<file path="src/rtl/sigcap_pkg.sv">
// Shared constants and types for the signaling capture block.
// Assumes the signaling state is always four bits (A, B, C, D).
package sigcap_pkg;
    localparam int SIG_W = 4;
    typedef logic [SIG_W-1:0] abcd_t;
endpackage

</file>
<file path="src/rtl/sigcap_assembler.sv">
// Collects the four signaling bits of one slot during the first frame and
// issues a single write strobe on the last of them.
// Assumes bit positions arrive in increasing order within a slot and that
// the signaling bits occupy the last SIG_W positions of the slot.
module sigcap_assembler
    import sigcap_pkg::*;
#(
    parameter int SLOT_W    = 5,
    parameter int SLOT_BITS = 8,
    parameter int POS_W     = 3
) (
    input  logic              clk,
    input  logic              rst_n,
    input  logic              bit_en,
    input  logic              sig_bit,
    input  logic [SLOT_W-1:0] slot_idx,
    input  logic [POS_W-1:0]  bit_pos,
    input  logic              first_frame,
    output logic              wr_en,
    output logic [SLOT_W-1:0] wr_slot,
    output abcd_t             wr_data
);
    localparam int FIRST_POS = SLOT_BITS - SIG_W;
    localparam logic [POS_W-1:0] FIRST_P = POS_W'(FIRST_POS);
    localparam logic [POS_W-1:0] LAST_K  = POS_W'(SIG_W - 1);

    logic [SIG_W-2:0]  hold_q;
    logic [POS_W-1:0]  cnt_q;
    logic [SLOT_W-1:0] slot_q;

    logic              in_sig;
    logic [POS_W-1:0]  k;
    logic              beat;
    logic              chain_ok;

    // Decode the current beat: offset within the signaling field and continuity.
    always_comb begin
        in_sig   = (bit_pos >= FIRST_P);
        k        = bit_pos - FIRST_P;
        beat     = bit_en && first_frame && in_sig;
        chain_ok = (k == '0) || ((slot_idx == slot_q) && (cnt_q == k));
    end

    // Write strobe and data for the store.
    always_comb begin
        wr_en   = beat && chain_ok && (k == LAST_K);
        wr_slot = slot_idx;
        wr_data = {hold_q, sig_bit};
    end

    // Track how many signaling bits of the current slot are held so far.
    always_ff @(posedge clk) begin
        if (!rst_n) begin
            cnt_q  <= '0;
            hold_q <= '0;
            slot_q <= '0;
        end else if (bit_en) begin
            if (beat && chain_ok && (k != LAST_K)) begin
                cnt_q  <= k + POS_W'(1);
                hold_q <= {hold_q[SIG_W-3:0], sig_bit};
                slot_q <= slot_idx;
            end else begin
                cnt_q  <= '0;
            end
        end
    end
endmodule

</file>
<file path="src/rtl/sigcap_store.sv">
// Per-slot signaling state array with one write port and a combinational
// read port. Assumes at most one write per cycle.
module sigcap_store
    import sigcap_pkg::*;
#(
    parameter int NUM_SLOTS = 32,
    parameter int SLOT_W    = 5
) (
    input  logic              clk,
    input  logic              rst_n,
    input  logic              wr_en,
    input  logic [SLOT_W-1:0] wr_slot,
    input  abcd_t             wr_data,
    input  logic [SLOT_W-1:0] rd_slot,
    output abcd_t             rd_data
);
    abcd_t entry_q [NUM_SLOTS];

    for (genvar g = 0; g < NUM_SLOTS; g++) begin : g_entry
        // Hold one slot's state; load it when the write targets this slot.
        always_ff @(posedge clk) begin
            if (!rst_n)
                entry_q[g] <= '0;
            else if (wr_en && (wr_slot == SLOT_W'(g)))
                entry_q[g] <= wr_data;
        end
    end

    // Select the addressed entry; out-of-range addresses read as zero.
    always_comb begin
        rd_data = '0;
        if (int'(rd_slot) < NUM_SLOTS)
            rd_data = entry_q[rd_slot];
    end
endmodule

</file>
<file path="src/rtl/sigcap_top.sv">
// Top of the multiframe signaling capture block: assembles ABCD bits in the
// first frame and keeps them per slot. Assumes the timebase delivers slot
// index, bit position and first-frame flag aligned with each bit.
module sigcap_top
    import sigcap_pkg::*;
#(
    parameter int NUM_SLOTS = 32,
    parameter int SLOT_BITS = 8,
    localparam int SLOT_W   = $clog2(NUM_SLOTS),
    localparam int POS_W    = $clog2(SLOT_BITS)
) (
    input  logic              clk,
    input  logic              rst_n,
    input  logic              bit_en,
    input  logic              sig_bit,
    input  logic [SLOT_W-1:0] slot_idx,
    input  logic [POS_W-1:0]  bit_pos,
    input  logic              first_frame,
    input  logic [SLOT_W-1:0] rd_slot,
    output logic [SIG_W-1:0]  rd_abcd
);
    logic              wr_en;
    logic [SLOT_W-1:0] wr_slot;
    abcd_t             wr_data;

    sigcap_assembler #(
        .SLOT_W(SLOT_W), .SLOT_BITS(SLOT_BITS), .POS_W(POS_W)
    ) u_asm (
        .clk(clk), .rst_n(rst_n), .bit_en(bit_en), .sig_bit(sig_bit),
        .slot_idx(slot_idx), .bit_pos(bit_pos), .first_frame(first_frame),
        .wr_en(wr_en), .wr_slot(wr_slot), .wr_data(wr_data)
    );

    sigcap_store #(
        .NUM_SLOTS(NUM_SLOTS), .SLOT_W(SLOT_W)
    ) u_store (
        .clk(clk), .rst_n(rst_n), .wr_en(wr_en), .wr_slot(wr_slot),
        .wr_data(wr_data), .rd_slot(rd_slot), .rd_data(rd_abcd)
    );
endmodule

</file>
<file path="config.mk">
export PLATFORM = sky130hd
export DESIGN_NAME = sigcap_top
export DESIGN_NICKNAME = d
export VERILOG_FILES = /design/src/rtl/sigcap_pkg.sv /design/src/rtl/sigcap_assembler.sv /design/src/rtl/sigcap_store.sv /design/src/rtl/sigcap_top.sv
export SDC_FILE = /design/constraint.sdc
export NUM_CORES = 1
export LEC_CHECK = 0
export BUFFER_PORTS_ARGS = -buffer_cell sky130_fd_sc_hd__buf_2
export CORE_ASPECT_RATIO = 1.75
export CORE_MARGIN = 2
export CORE_UTILIZATION = 40
export DETAILED_ROUTE_END_ITERATION = 10
export PLACE_DENSITY = 0.65
export SLEW_MARGIN = 15
export SYNTH_ARGS = -nofsm -noshare
export SYNTH_HDL_FRONTEND = slang
export SYNTH_SLANG_ARGS = --single-unit
export TNS_END_PERCENT = 10
</file>
<file path="constraint.sdc">
create_clock -name clk -period 2.1 [get_ports clk]
set_input_delay 0.21 -clock clk [delete_from_list [all_inputs] [get_ports clk]]
set_output_delay 0.21 -clock clk [all_outputs]
set_load 0.005 [all_outputs]
</file>
==> results of run 1 <==
## layout make-up
type,count,area (sq um)
clock buffers,17,425
multi-input cells,307,2080
clock inverters,14,185
inverters,5,18.8
repair buffers,86,618
flip-flops and latches,139,4070
fillers,1276,7760
well taps,186,233
## power by group through the flow
stage / clock, mW / combinational [mW] / sequential [mW]
floorplan: 0 / 0.254 / 3.18
global placement: 0 / 0.413 / 3.20
detailed placement: 0 / 0.426 / 3.20
CTS: 3.15 / 0.427 / 3.14
global route: 3.25 / 0.458 / 3.15
finish: 3.10 / 0.429 / 3.14
## per-stage QoR
stage	hold slack (ns)	setup TNS [ns]
after floorplan	0.319	0
after global placement	0.456	0
final	0.0528	0
after detailed placement	0.473	0
after CTS	0.0406	0
after global routing	0.0546	-0.0753
## synthesized netlist by cell type, types with 2 or more instances
cell type	instances	area [sq um]
nor2_1	132	495
edfxtp_1	128	3840
o21ai_0	40	200
mux4_2	32	721
nand3_1	18	90.1
clkbuf_1	17	63.8
nand2_1	16	60.1
o22ai_1	16	100
buf_2	11	55.1
dfxtp_1	11	220
a21oi_1	9	45.0
xnor2_1	7	61.3
nand4_1	6	37.5
inv_1	5	18.8
nand3b_1	4	30.0
nor4_1	4	25.0
ha_1	3	37.5
nand4b_1	3	26.3
nor3_1	3	15.0
nor2b_1	2	12.5
o41ai_1	2	17.5
or3_1	2	12.5
or3b_2	2	17.5
## repair_timing
| item | 4_1_cts | 5_1_grt |
|---|---|---|
| gates resized for setup | 0 | 7 |
| buffers inserted | 0 | 1 |
| endpoints found under the hold margin | 0 | 0 |
| setup endpoints to repair | 0 | 72 |
## cells by family after synthesis
kind of cell / count (synthesis) / synth area share
mux: 32 / 0.115
xor+xnor: 8 / 0.0111
buf+inv: 35 / 0.0237
simple gates: 195 / 0.137
compound gates: 69 / 0.0615
fa+ha+maj: 3 / 0.00597
flops: 139 / 0.646
## worst max-delay path, stage by stage, from the launching register on
cell     delay [ns]
dfxtp_1        0.35
xor2_1         0.18
nand4_1        0.21
o21ai_4        0.27
nand3_1        0.14
buf_4          0.22
o21ai_0        0.21
buf_4          0.17
## layout by cell type (no fill, tap or decap), types with 2 or more instances in the layout
master      count
nor2_1        132
edfxtp_1      128
buf_4          63
o21ai_0        35
mux4_2         32
buf_2          21
nand3_1        18
clkbuf_16      17
o22ai_1        16
nand2_1        16
dfxtp_1        10
a21oi_1         9
xnor2_1         6
nand4_1         6
inv_6           6
inv_1           5
o21ai_1         5
nand3b_1        4
nor4_1          4
nor3_1          3
nand4b_1        3
ha_1            3
clkinvlp_4      3
bufinv_16       3
or3b_2          2
or3_1           2
nor2b_1         2
o41ai_1         2
buf_12          2
## state kept, by name, summed over array words and instances (netlist names)
| name | flops |
|---|---|
| u_asm.slot_q | 5 |
| u_asm.cnt_q | 3 |
| u_store.entry_q | 128 |
| u_asm.hold_q | 3 |
## worst paths after layout
path / end / slack [ns] / depth (start not counted)
worst max-delay path: u_store.entry_q[31][2]$_SDFFCE_PN0P_ / 0.06 / 7
worst min-delay path: u_asm.cnt_q[0]$_SDFFE_PN0P_ / 0.05 / 2
worst max register to register: u_store.entry_q[31][2]$_SDFFCE_PN0P_ / 0.06 / 7
worst min register to register: u_asm.cnt_q[1]$_SDFFE_PN0P_ / 0.48 / 2
## routing by layer
| metal | wire length, um | vias up | share of wire | track usage |
|---|---|---|---|---|
| met1 | 5540 | 2109 | 0.36 | 0.202 |
| met5 | 0 | - | 0 | 0 |
| li1 | - | 1958 | - | - |
| met3 | 628 | 36 | 0.041 | 0.0374 |
| met4 | 450 | 0 | 0.029 | 0.0780 |
| met2 | 8690 | 163 | 0.57 | 0.356 |
==> summary by stage, run 1 <==
Power
Cell internal power was estimated by the tool at about 5.2 mW. The power spent charging and discharging nets is around 1.5 mW. The share of total power dissipated in the clock network is 0.465. Summed over all cells, the static leakage comes to approximately 2.5 nW. The share of total power dissipated in sequential elements is 0.471. The ratio of total power to cell area is 875 nW/um^2. The switching share of power is 0.220. IR analysis of the VDD net gives a maximum drop of ~0.6 mV. The portion of total power attributed to combinational logic is 0.064. The total power after layout is around 6.7 mW.

Logic synthesis
The most used flip-flop cell after synthesis is edfxtp_1. Synthesis produced a netlist whose cell count is between 400 and 500. Counting flops and latches in the post-synthesis netlist gives around 140. The count of flip-flops with a built-in enable after synthesis is between 100 and 150. The number of distinct library cells after synthesis is 31. The number of synthesis warnings is 0.

The post-synthesis sequential area ratio is 0.646. Summing every instance area after synthesis gives ~6300 sq um. The post-synthesis average cell area is 13.1 sq um. For this run, asynchronously set or reset flops after synthesis account for 0. The number of nets in the synthesized netlist is between 500 and 600.

Timing
The count of final max-slew check failures is 0. Setup repair after global routing could not meet its margin everywhere. Derived from the worst setup path, the maximum achievable clock frequency is roughly 500 MHz. The final count of hold timing violations is 0.

Between clock sinks in the finished design, the worst skew comes to ~0.0087 ns. The least setup slack across all paths after layout is about 0.058 ns. Setup violations remaining at the end of the flow were counted as 0. The transition time at the pin with the least slew margin is 0.470 ns. The ratio of final minimum period to clock period is 0.972. In this run the tightest slew margin relative to its limit is 0.684. The final period demand of the worst path is between 2 and 2.5 ns.

Global route
In the global route stage, overall resource usage came out at 0.189. The via count of the first global-routing pass was approximately 4400. The maximum number of pins on one net before global-route repair is 36.

The total grt overflow is 0. The number of antenna violations at the first check in global routing came to 0. The first global-routing pass estimated ~24000 um of wire.

Routing
For this block, the initial DRC count from the detailed router was 351. The detailed router placed around 4300 vias in this run. The per-cell routed wire length is just over 20 um.

The total wire length after detailed routing is about 15000 um. The average vias per placed instance is ~5.7. The final routed DRC violation total is 0.

Once detail routing completed, the nets flagged for antenna violations numbered 0. The first detailed-routing pass took 5 iterations.

Floorplanning
The vertical die dimension is ~170 um. The placeable core region is 15400 sq um. The overall die width is slightly below 100 um.

The floorplan step defined a die boundary enclosing approximately 17000 sq um. Pin placement for this block handled 22 I/O pins. The starting utilization of the core area is 0.408. After floorplanning, the core was divided into 60 placement rows.

Hold path
The tightest min-delay check is of the primary input to register type. In this run the most critical hold path is launched from bit_pos[0].

CTS
The root cell of the clock tree is clkbuf_16. The clock latency at the later pin of the worst-skew pair is between 0.4 and 0.5 ns. The clock transition time at the flip-flop clock pins of the worst setup and hold paths is 0.06 ns. The clock buffer count from CTS is 17. The count of hold buffers inserted by post-cts repair is 0.

The clock passes through at most 2 buffers. TritonCTS built the clock tree. The number of clock sinks is between 100 and 150. The H-tree was split into 4 levels.

Placement
At the end of routability-driven placement, the weighted congestion stood at 0.815. The number of port buffers is 21. The post-place instance area is approximately 7000 sq um. Timing analysis after detailed placement gives a worst setup slack of ~0.045 ns.

The cell total after placement is a little over 700. Detailed placement finished with a half-perimeter wire length of between 10000 and 15000 um.

Critical path
The arrival time at the worst endpoint is between 2 and 2.5 ns. The required time of the worst setup path is between 2 and 2.5 ns. The worst setup path is launched from a register. The critical path starts at u_asm.cnt_q[2]$_SDFFE_PN0P_. In this run the critical register-to-register path is launched from u_asm.cnt_q[2]$_SDFFE_PN0P_. The critical path is of the register to register type. The kind of end point of the critical path is a register. The maximum fanout along the worst path is 16.

Layout
The finished cells cover 7630 sq um. The filler-free cell count of the finished design is 754. 0 antenna diodes ended up in the layout. The layout net count is 577. Measured on the finished design, the core utilization comes to 0.496.

The area growth from synthesis to layout is 21.3%. In the final layout, the share of cells above drive strength 1 is 0.273.

Status
The run finished with clean final reports.

Job
The tool flagged a number of max-cap violations equal to 0.
No activity file was read; power rests on OpenSTA's default activity.
==> run 2, diff against run 1 <==
--- a/config.mk
+++ b/config.mk
@@ -10,7 +10,7 @@
 export CORE_MARGIN = 2
 export CORE_UTILIZATION = 40
 export DETAILED_ROUTE_END_ITERATION = 10
-export PLACE_DENSITY = 0.65
+export PLACE_DENSITY = 0.61
 export SLEW_MARGIN = 15
 export SYNTH_ARGS = -nofsm -noshare
 export SYNTH_HDL_FRONTEND = slang
==> run 2 against run 1 <==
Critical path depth is 3 lower. Largest cell class unchanged. Critical endpoint is now rd_abcd[3]. Clock skew is 0.0016 ns lower. Largest power group unchanged. Clock power is 2% lower. Maximum frequency is 0.49% lower. Non-clock buffer count is 2 lower. Sequential share of layout area is 0.15 points higher.
==> summary by stage, run 2 (synthesis results as in run 1) <==
Timing
In the finished design, the share of the clock period the worst path needs comes to 0.977. On the final layout, the worst hold slack is about 0.062 ns. The clock arrives with between 0.007 and 0.008 ns of skew. The count of final max-slew check failures came to 0.

The transition time at the pin with the least slew margin is 0.598 ns. Setup repair after global routing could not meet its margin everywhere. The number of endpoints failing setup at the final stage is 0. The worst path in the final design needs a cycle of 2.05 ns, including I/O delays and setup. The worst pin sits at a relative slew slack of 0.598. The achievable clock frequency is about 500 MHz.

The final count of hold timing violations came to 0. The total negative slack is 0 ns.

Critical path
The critical path launch point type is a register. The path type of the worst setup path is register to output pin. The maximum fanout along the worst path is 1. The timing startpoint of the critical path is u_store.entry_q[14][3]$_SDFFCE_PN0P_. The worst register-to-register path begins at u_asm.cnt_q[1]$_SDFFE_PN0P_.

Data on the critical path is required at its endpoint by around 1.9 ns. The cell count of the worst reg-to-reg path is 7. The endpoint of the worst-slack reg-to-reg timing path is u_store.entry_q[15][2]$_SDFFCE_PN0P_. The reg2reg setup slack is about 0.07 ns. The kind of end point of the critical path is an output pin. The arrival time at the worst endpoint is between 1.5 and 2 ns.

Layout
The combined flip-flop and latch cell area is between 4000 and 5000 sq um. The library cell used most frequently in the layout, excluding fill and tap cells, is nor2_1. The multi-input combinational cells in the finished layout cover a total of around 2100 sq um. The register with the most flip-flops in the final layout is u_store.entry_q. The flip-flop count of the largest register, all copies and words added is 128. In the final layout, the share of cells above drive strength 1 is 0.266. In the layout the commonest cells are nor2_1 (132), edfxtp_1 (128), buf_4 (61). From synthesis to final layout, the design area changed by 20.9%. For this run, the number of standard cells in the final layout without fillers is roughly 750. After filler insertion, the fill cell instance count of the layout stands at between 1000 and 1500.

The largest registers in the layout are u_store.entry_q: 128 flops, u_asm.slot_q: 5 flops. The layout net count is between 500 and 600. The antenna diode count is 0.

Job
The number of max-cap violations is 0.

Routing
Before antenna repair, the detailed router went through 5 iterations. The number of antenna-violating nets in the routed design is 0. In this run, the number of DRC markers left after iteration 0 of detailed routing was roughly 230. The overall via count from detail_route is roughly 4100. The final routed DRC violation total is 0. Using the TritonRoute via totals, the vias-per-cell ratio works out to 5.48. Summed over all layers, the routed wires come to ~15000 um.

Dividing the detail-routed wire length by the instance count gives 19.9 um.

Global route
The via count of the first global-routing pass was between 4000 and 5000. The number of antenna violations at the first check in global routing is 0. The wire length of the first global-routing pass is approximately 24000 um. The total global routing track utilization is 0.190.

Entering global routing, the biggest net connects 36 pins. The total grt overflow is 0.

Floorplanning
The core region is about 15000 sq um. The die covers around 17000 sq um. The number of standard-cell rows in the floorplan is 60.

From left edge to right edge, the die measures 98.8 um. The starting utilization of the core area is 0.408. For this design the top-level I/O count stands at 22. The vertical die dimension is between 150 and 200 um.

CTS
TritonCTS built the clock tree. The count of H-tree levels built during CTS is 4. The tree built by TritonCTS fans out to ~140 sinks.

The clock passes through at most 2 buffers. The later pin in the worst-skew pair is clocked with a latency of ~0.41 ns. In this run, post-CTS hold repair placed 0 buffers.

CTS placed an instance of clkbuf_16 at the clock tree root. The clock transition time at the flip-flop clock pins of the worst setup and hold paths is 0.06 ns. In this run, CTS created clock tree buffers numbering 17.

Placement
The HPWL after detailed placement is 11000 um. The cell total after placement is 721. Input and output buffers added on the ports amount to 21.

The congestion estimate from routability-driven global placement came to between 0.7 and 0.8.

Hold path
The class of the most critical hold timing path is primary input to register. The origin of the worst min-delay path is bit_pos[0]. Along the worst hold path, the cell count comes to 2. The destination of the worst hold path is u_asm.cnt_q[0]$_SDFFE_PN0P_.

Power
The leakage power summed over all cells is 2.52 nW. The worst-case IR drop observed on VDD is 0.596 mV. The ratio of total power to cell area is approximately 870 nW/um^2.

Status
The run finished with clean final reports.
==> run 2: changes by cell type in the layout (fill, tap and decap cells not counted), sizes merged <==
cell | previous run | this run
buf | 86 | 84
clkinvlp | 3 | 4
==> run 2: where the power goes <==
| group | switching, mW | total (mW) | leakage, nW | internal (mW) |
|---|---|---|---|---|
| clock network | 1.16 | 3.05 | 0.286 | 1.89 |
| logic | 0.227 | 0.426 | 0.855 | 0.200 |
| registers | 0.0304 | 3.14 | 1.38 | 3.11 |
| total | 1.42 | 6.61 | 2.52 | 5.20 |
==> run 2: layout make-up <==
class | count | share of cell area
Inverter | 5 | 0.00247
Sequential cell | 139 | 0.535
Clock inverter | 15 | 0.0244
Multi-Input combinational cell | 307 | 0.273
Tap cell | 186 | 0.0306
Timing Repair Buffer | 84 | 0.0793
Clock buffer | 17 | 0.0560
==> run 2: worst max path at each step <==
stage / cells past startpoint / end
2_1_floorplan: 7 / u_store.entry_q[23][0]$_SDFFCE_PN0P_
3_3_place_gp: 6 / u_store.entry_q[13][1]$_SDFFCE_PN0P_
3_5_place_dp: 6 / u_store.entry_q[13][1]$_SDFFCE_PN0P_
4_1_cts: 4 / rd_abcd[3]
5_1_grt: 7 / u_store.entry_q[12][0]$_SDFFCE_PN0P_
6_report: 4 / rd_abcd[3]
==> run 2: per-layer routing <==
metal	global-route usage	share of wire
met1	0.202	0.37
met2	0.364	0.58
met3	0.0349	0.034
met5	0	0
met4	0.0685	0.013
==> run 2: critical path: stages (launching register included) <==
cell and delay, ns:
edfxtp_1 0.37, mux4_2 0.52, o22ai_1 0.29, nor4_1 0.11, buf_2 0.14
==> run 2: what timing repair did <==
| action | CTS | global route |
|---|---|---|
| resized for setup | 0 | 1 |
| endpoints found under the setup margin | 0 | 10 |
| setup buffers | 0 | 0 |
==> run 2: stage by stage <==
step / power, mW / area [sq um] / worst slack [ns] / util
final: 6.61 / 7600 / 0.0479 / 0.494
after CTS: 6.67 / 7600 / 0.0300 / 0.494
after detailed placement: 3.63 / 6990 / 0.00256 / 0.454
after floorplan: 3.43 / 6290 / 0.0831 / -
after global placement: 3.61 / 6990 / 0.0255 / 0.454
after global routing: 6.82 / 7600 / -0.00239 / 0.494
==> run 3, diff against run 2 <==
--- a/config.mk
+++ b/config.mk
@@ -10,7 +10,8 @@
 export CORE_MARGIN = 2
 export CORE_UTILIZATION = 40
 export DETAILED_ROUTE_END_ITERATION = 10
-export PLACE_DENSITY = 0.61
+export PLACE_DENSITY = 0.58
+export RECOVER_POWER = 50
 export SLEW_MARGIN = 15
 export SYNTH_ARGS = -nofsm -noshare
 export SYNTH_HDL_FRONTEND = slang
==> constraint.sdc (replaced) <==
create_clock -name clk -period 2.5 [get_ports clk]
set_input_delay 0.25 -clock clk [delete_from_list [all_inputs] [get_ports clk]]
set_output_delay 0.25 -clock clk [all_outputs]
set_load 0.005 [all_outputs]
==> run 3 against run 2 <==
Register-to-register slack gained 0.25 ns. Clock skew is essentially flat. Largest cell class unchanged. Sequential cell count is the same. Sequential share of layout area grew 2.0 points.
==> summary by stage, run 3 (synthesis results as in run 1) <==
Status
The flow ran to the end, and the final reports show no timing, DRC or antenna violations.

Routing
The sum of met2 wire segment lengths after detailed routing is between 8000 and 9000 um. The average vias per placed instance is about 5.7. The routed metal-1 wirelength is between 5000 and 6000 um. The number of DRC violations after detailed-routing iteration 0 is 398. Summed over all layers, the routed wires come to 14900 um.

The detailed router used layers up to and including met4. The first TritonRoute pass finished after 6 iterations. The final routed DRC violation total is 0.

In this run the remaining antenna-violating nets after routing total 0. The per-cell routed wire length is between 20 and 25 um. The routed length on met3 is approximately 620 um. The routed layout has 4133 vias.

Timing
Between clock sinks in the finished design, the worst skew comes to between 0.006 and 0.007 ns. Headroom to the max-slew limit came out at 0.587. Setup repair after global routing left no endpoint under its margin. The total negative slack is 0 ns. At the pin with the least slew margin, the transition time is between 0.6 and 0.7 ns.

Timing would allow up to around 460 MHz. The final count of hold timing violations was 0. The ratio of final minimum period to clock period is 0.873.

The count of final max-slew check failures is 0. Setup violations remaining at the end of the flow were counted as 0. The routed design could run at a clock period as short as 2.18 ns.

Global route
The maximum number of pins on one net before global-route repair is 33. The via count of the first global-routing pass is ~4200. The total grt overflow is 0. The first global-routing pass estimated 23100 um of wire. Across every metal layer, demand over resource in global routing totals 0.186. The number of antenna violations at the first check in global routing is 0.

Critical path
The arrival time at the worst endpoint is approximately 2.2 ns. The endpoint of the worst-slack reg-to-reg timing path is u_store.entry_q[21][1]$_SDFFCE_PN0P_. The startpoint of the most critical register-to-register path is u_asm.cnt_q[1]$_SDFFE_PN0P_. The reg2reg setup slack is around 0.32 ns.

The critical path launch point type is a register. The required time of the worst setup path is about 2.5 ns. Along the worst path, the maximum fanout reaches 16.

STA classifies the critical path endpoint as a register. The path type of the worst setup path is register to register. The cell count of the worst reg-to-reg path is 6.

Layout
The most common cell after layout, fill and taps aside is nor2_1. The final-layout fill cell count is about 1400. At the end of the flow, the number of nets in the layout was 550. The antenna diode count is 0. In the layout the commonest cells are nor2_1 (132), edfxtp_1 (128), o21ai_0 (40). The register with the most flip-flops in the layout has approximately 130 of them. In the final layout, the share of cells above drive strength 1 is 0.231.

The largest registers in the layout are u_store.entry_q: 128 flops, u_asm.slot_q: 5 flops. The register with the most flip-flops is u_store.entry_q. From synthesis to final layout, the design area changed by 16.5%. The final cell area excluding filler cells is approximately 7300 sq um.

Hold path
The destination of the worst hold path is u_asm.cnt_q[0]$_SDFFE_PN0P_. The number of cells on the worst hold path is 2. The class of the most critical hold timing path is primary input to register. The origin of the worst min-delay path is bit_pos[0].

CTS
The clock latency at the later pin of the worst-skew pair is slightly above 0.4 ns. Once the clock tree was built, the setup fixing pass inserted 0 buffers. In this run the clock root is driven by a clkbuf_16.

The count of hold buffers inserted by post-cts repair is 0. The clock tree from TritonCTS is built. The maximum buffer depth of the clock tree is 2.

The clock transition time at the flip-flop clock pins of the worst setup and hold paths is about 0.06 ns. After clock tree synthesis, the repair step resized 0 gates. Clock tree synthesis inserted a total of 17 buffers.

The count of H-tree levels built during CTS is 4. The number of clock sinks is approximately 140.

Floorplanning
After floorplanning, the core was divided into 60 placement rows. 22 I/O pins were placed. The vertical die dimension is around 170 um.

The placeable core region is 15400 sq um. The die covers approximately 17000 sq um. The floorplan step set the die width to between 90 and 100 um. For this configuration, the core starts out at a cell density of 0.408.

Placement
The final weighted congestion in routability-driven placement is about 0.80. The count of buffers added on input and output ports is 21. The detailed placer's ending HPWL is 10800 um. In this run the cell area measured after placement is 6800 sq um.

Power
For this design the static power due to leakage is between 2 and 2.5 nW. For this design the ratio of total power to cell area is roughly 720 nW/um^2. Across the VDD grid, the largest voltage drop is 0.471 mV.

Job
Max-cap violations in this run came to 0.
==> run 3: metrics by stage <==
| step | total power [mW] | instances | hold slack, ns | setup slack (ns) | utilization |
|---|---|---|---|---|---|
| global route | 5.43 | 728 | 0.0963 | 0.164 | 0.476 |
| global placement | 3.01 | 696 | 0.479 | 0.336 | 0.442 |
| detailed placement | 3.02 | 696 | 0.482 | 0.254 | 0.442 |
| finish | 5.27 | 728 | 0.0930 | 0.318 | 0.476 |
| floorplan | 2.88 | 481 | 0.359 | 0.443 | - |
| CTS | 5.31 | 728 | 0.0796 | 0.327 | 0.478 |
==> run 3: worst max-delay path, stage by stage, from the launching register on <==
cell and delay, ns:
dfxtp_1 0.37, xnor2_1 0.13, nand4_1 0.19, o21ai_4 0.28, nand3_1 0.10, buf_4 0.21
o21ai_0 0.53
==> run 3: per-layer routing <==
layer | vias up | track usage
met5 | - | 0
met3 | 26 | 0.0411
li1 | 1900 | -
met2 | 153 | 0.335
met4 | 0 | 0.0864
met1 | 2054 | 0.206
==> run 3: final cells by class <==
cell class                      count  area (sq um)  area share
Clock buffer                       17           425      0.0581
Clock inverter                     15           128      0.0174
Inverter                            5          18.8     0.00256
Tap cell                          186           233      0.0318
Sequential cell                   139          4060       0.555
Multi-Input combinational cell    307          2060       0.282
Timing Repair Buffer               59           390      0.0533
==> run 3: worst max-delay path by stage <==
stage	from	end	slack [ns]	depth (start not counted)
3_5_place_dp	slot_idx[4]	u_store.entry_q[21][3]$_SDFFCE_PN0P_	0.25	7
6_report	u_asm.cnt_q[1]$_SDFFE_PN0P_	u_store.entry_q[21][1]$_SDFFCE_PN0P_	0.32	6
2_1_floorplan	slot_idx[2]	u_store.entry_q[23][0]$_SDFFCE_PN0P_	0.44	7
5_1_grt	u_asm.cnt_q[2]$_SDFFE_PN0P_	u_store.entry_q[21][0]$_SDFFCE_PN0P_	0.16	6
4_1_cts	u_store.entry_q[14][3]$_SDFFCE_PN0P_	rd_abcd[3]	0.33	4
3_3_place_gp	slot_idx[4]	u_store.entry_q[18][1]$_SDFFCE_PN0P_	0.34	7
==> run 3: power breakdown <==
part	total (mW)	switching, mW	internal, mW
Sequential	2.64	0.0291	2.61
Combinational	0.319	0.178	0.142
Clock	2.31	1.01	1.30
